$ cat config.mk
export PLATFORM = sky130hd
export DESIGN_NAME = pipe_hold_ctrl
export DESIGN_NICKNAME = d
export VERILOG_FILES = /design/src/rtl/pipe_hold_ctrl.sv
export SDC_FILE = /design/constraint.sdc
export NUM_CORES = 1
export LEC_CHECK = 0
export CORE_AREA = 2 2 39 41
export CTS_CLUSTER_DIAMETER = 150
export DETAILED_ROUTE_END_ITERATION = 6
export DIE_AREA = 0 0 41 43
export PLACE_DENSITY = 0.72
export SLEW_MARGIN = 5
export SYNTH_ARGS = -nofsm -noshare
export SYNTH_HDL_FRONTEND = slang
export SYNTH_SLANG_ARGS = --single-unit
$ cat constraint.sdc
create_clock -name clk -period 1 [get_ports clk]
set_input_delay 0.2 -clock clk [delete_from_list [all_inputs] [get_ports clk]]
set_output_delay 0.2 -clock clk [all_outputs]
set_load 0.02 [all_outputs]
$ cat src/rtl/pipe_hold_ctrl.sv
module pipe_hold_ctrl #(
  parameter int NUM_EU = 4
) (
  input  logic              clk,
  input  logic              rst_n,
  input  logic              stall_req,
  input  logic              fetch_valid,
  input  logic [NUM_EU-1:0] issue_eu,
  output logic              hold_fetch,
  output logic              hold_decode,
  output logic [NUM_EU-1:0] hold_stage,
  output logic              bubble_insert,
  output logic              xbar_rerun,
  output logic              sched_valid,
  output logic [NUM_EU-1:0] eu_valid,
  output logic              wb_valid
);

  logic              stall;
  logic              dec_v, xr_v, xw_v, rw_v;
  logic [NUM_EU-1:0] stg_v, eu_v;

  // holds are masked in reset
  assign stall         = stall_req & rst_n;
  assign hold_fetch    = stall;
  assign hold_decode   = stall;
  assign hold_stage    = {NUM_EU{stall}};
  assign bubble_insert = stall & (|stg_v);
  assign xbar_rerun    = stall & xr_v;
  assign sched_valid   = xr_v;
  assign eu_valid      = eu_v;
  assign wb_valid      = rw_v;

  // front end: held while stalled
  always_ff @(posedge clk) begin
    if (!rst_n) begin
      dec_v <= 1'b0;
      xr_v  <= 1'b0;
    end else if (!stall) begin
      dec_v <= fetch_valid;
      xr_v  <= dec_v;
    end
  end

  // per-unit staging and execution slots
  for (genvar i = 0; i < NUM_EU; i++) begin : g_unit
    always_ff @(posedge clk) begin
      if (!rst_n) begin
        stg_v[i] <= 1'b0;
        eu_v[i]  <= 1'b0;
      end else begin
        if (!stall) stg_v[i] <= issue_eu[i] & xr_v;
        eu_v[i] <= stg_v[i] & ~stall;
      end
    end
  end

  // write side never held
  always_ff @(posedge clk) begin
    if (!rst_n) begin
      xw_v <= 1'b0;
      rw_v <= 1'b0;
    end else begin
      xw_v <= |eu_v;
      rw_v <= xw_v;
    end
  end

endmodule


==> flow_metrics.tcl, run 1 <==
set metrics [dict create \
    status "finished, violations left" \
    violations "negative setup slack" \
    antenna_found_initial 0 \
    grt_overflow_total 0 \
    die_h_microns 43 \
    min_period_over_period_pct 140 \
    gr-usage-all-layers_pct 12.6 \
    clk-insertion-delay-late_ns 0.26 \
    hp-class "in -> reg" \
    p_sw_share_pct 22.3 \
    critPathSlowestCell "o41a_4" \
    layout_common_cells "12 x buf_6, 9 x buf_4, 8 x dfxtp_1" \
    worst_hold_slack_ns 0.345 \
    post_synth.cell_area_avg_sq_um 10.4 \
    required_ns 0.80 \
    die_w_microns 41 \
    finish.net_count 84 \
    final_common_cell "buf_6" \
    critical_path.endpoint_type "output pin" \
    place.gp.congestion 0.731 \
    rsz0062_at_grt "true" \
    grt_max_degree 11 \
    worstSetupPathType "reg -> out" \
    drive_above_1_share_pct 56.8 \
    clockBufferDepth 2 \
    maxCapViolations 0 \
    synth.ff_latch_count 12 \
    dp_slack_ns -0.819 \
    diodes 0 \
    grt_pass1_wl_microns 1530 \
    maxSlewViolCount 0 \
    yosysSeqAreaShare_pct 50.3 \
    htreeDepth 1 \
    hold_viol 0 \
    seqPwrFrac_pct 53.7 \
    ios 22 \
    port_buffers 21 \
    fin_ws_ns -0.401 \
    worst_ep_arrival_time_ns 1.20 \
    drt-pass1-iter-count 5 \
    worstMarginPinSlew_ns 0.134 \
    cts_tree "built" \
    max_freq_mhz 714 \
    min_period_ns 1.40 \
    wire_per_inst_microns 10.3 \
    cp.buffers_inverters 1 \
    cts_buffers 3 \
    clockPowerShare_pct 30.7 \
    core_area_sq_mm 0.00138 \
    drc 0 \
    area_delta_synth_final_pct 61.0 \
    root_buffer "clkbuf_4" \
    crit_fanout 2 \
    rows 14 \
    r2r_slack_ns 0.12 \
    vias 395 \
    clkTransAtPathRegs_ns 0.07 \
    die_area_sq_mm 0.00176 \
    crit_chain "o41a_4 -> buf_6" \
    power.internal_mw 0.706 \
    yosys_warnings 0 \
    holdBufCountCts 0 \
    synthesis.area_sq_um 478 \
    vias_per_cell 4.39 \
    critical_path.top_delay_family "compound AO/OA/AOI/OAI gates" \
    grt_pass1_vias 368 \
    power_density_mw_per_mm2 1180 \
    synthDistinctLibCells 16 \
    synth_cells 46 \
    postLayoutCoreUtil_pct 55.6 \
    comb_power_share_pct 15.7 \
    p_leak_nw 0.355 \
    syn_nets 54 \
    clock_skew_ns 0.00294 \
    hpwlAfterDp_microns 733 \
    cp_slowest_stage_delay_ns 0.48 \
    initial_utilization_pct 34.5 \
    drt_wl_total_microns 931 \
    ant_nets 0 \
    vdd_drop_max_v 0.000579 \
    p_total_mw 0.908 \
    cts_sinks 12 \
    setup_viol 3 \
    p_sw_mw 0.203 \
    relSlewSlack_pct 90.8 \
    crit_path_start_kind "register" \
    drtIter0Drc 7 \
]
power by group through the flow:
stage | registers (mW) | logic, mW | clock network [mW]
after floorplan | 0.500 | 0.0681 | 0
after global placement | 0.498 | 0.132 | 0
after detailed placement | 0.498 | 0.133 | 0
after CTS | 0.487 | 0.143 | 0.287
after global routing | 0.488 | 0.152 | 0.308
final | 0.487 | 0.142 | 0.279
flip-flops by register name, summed over array words and instances (netlist names):
name and cells:
dec_v 1, eu_valid 4, sched_valid 1, stg_v 4, wb_valid 1, xw_v 1
synthesized netlist by cell type (all sizes together):
cell type,number,area share [%]
dfxtp,12,50
nand3,4,4.2
o21ai,4,4.2
nor2b,2,2.6
and2,6,9.2
nand2,1,0.78
buf,7,11
and3,1,1.3
mux2i,2,4.2
o41a,2,5.0
and2b,1,1.8
nand2b,4,5.2
routing by layer:
layer	wire [microns]	vias to the layer above	track usage, %
met2	453	12	18.8
met4	13	0	6.00
met5	0	-	0
met3	60	2	3.14
met1	403	175	16.2
li1	-	206	-
final cells by class:
cell class | count | area, sq um
fillers | 125 | 614
repair buffers | 32 | 283
flip-flops and latches | 12 | 245
multi-input cells | 27 | 199
clock buffers | 3 | 22.5
well taps | 16 | 20.0
worst paths after layout:
kind,startpoint,cells past startpoint,to
worst min-delay path,rst_n,3,wb_valid
worst min register to register,xw_v,1,wb_valid
worst max-delay path,stg_v[3],2,bubble_insert
worst max register to register,sched_valid,4,stg_v[3]
worst register-to-register path, delay by kind of cell (launching register included):
kind            cells  cell delay (ns)
flops               1             0.33
buf+inv             2             0.23
simple gates        1             0.10
compound gates      1             0.10
kinds of logic after synthesis:
| kind of cell | share of synthesized area [%] |
|---|---|
| flip-flops | 50.3 |
| multiplexers | 4.19 |
| buffers and inverters | 11.3 |
| AND/OR/NAND/NOR | 25.1 |
| AO/OA/AOI/OAI | 9.16 |
stage by stage:
stage               std cells  cell area (sq um)  setup TNS (ns)
floorplan                  46                488         -0.0163
global placement           86                739          -10.09
detailed placement         86                739          -10.29
CTS                        90                766          -0.528
global route               90                769          -0.583
finish                     90                769          -0.512
what timing repair did:
action,in CTS,in global routing
pin swaps,1,0
setup endpoints to repair,18,4
setup buffers,1,0
gates resized for setup,89,2
Note: power is estimated with default switching activity, not from simulation.
==> inputs of run 2 (changes only) <==
Settings changed: GPL_ROUTABILITY_DRIVEN from default to 0.
==> results of run 2 <==
Final layout, timing and power as in run 1 (identical DEF).
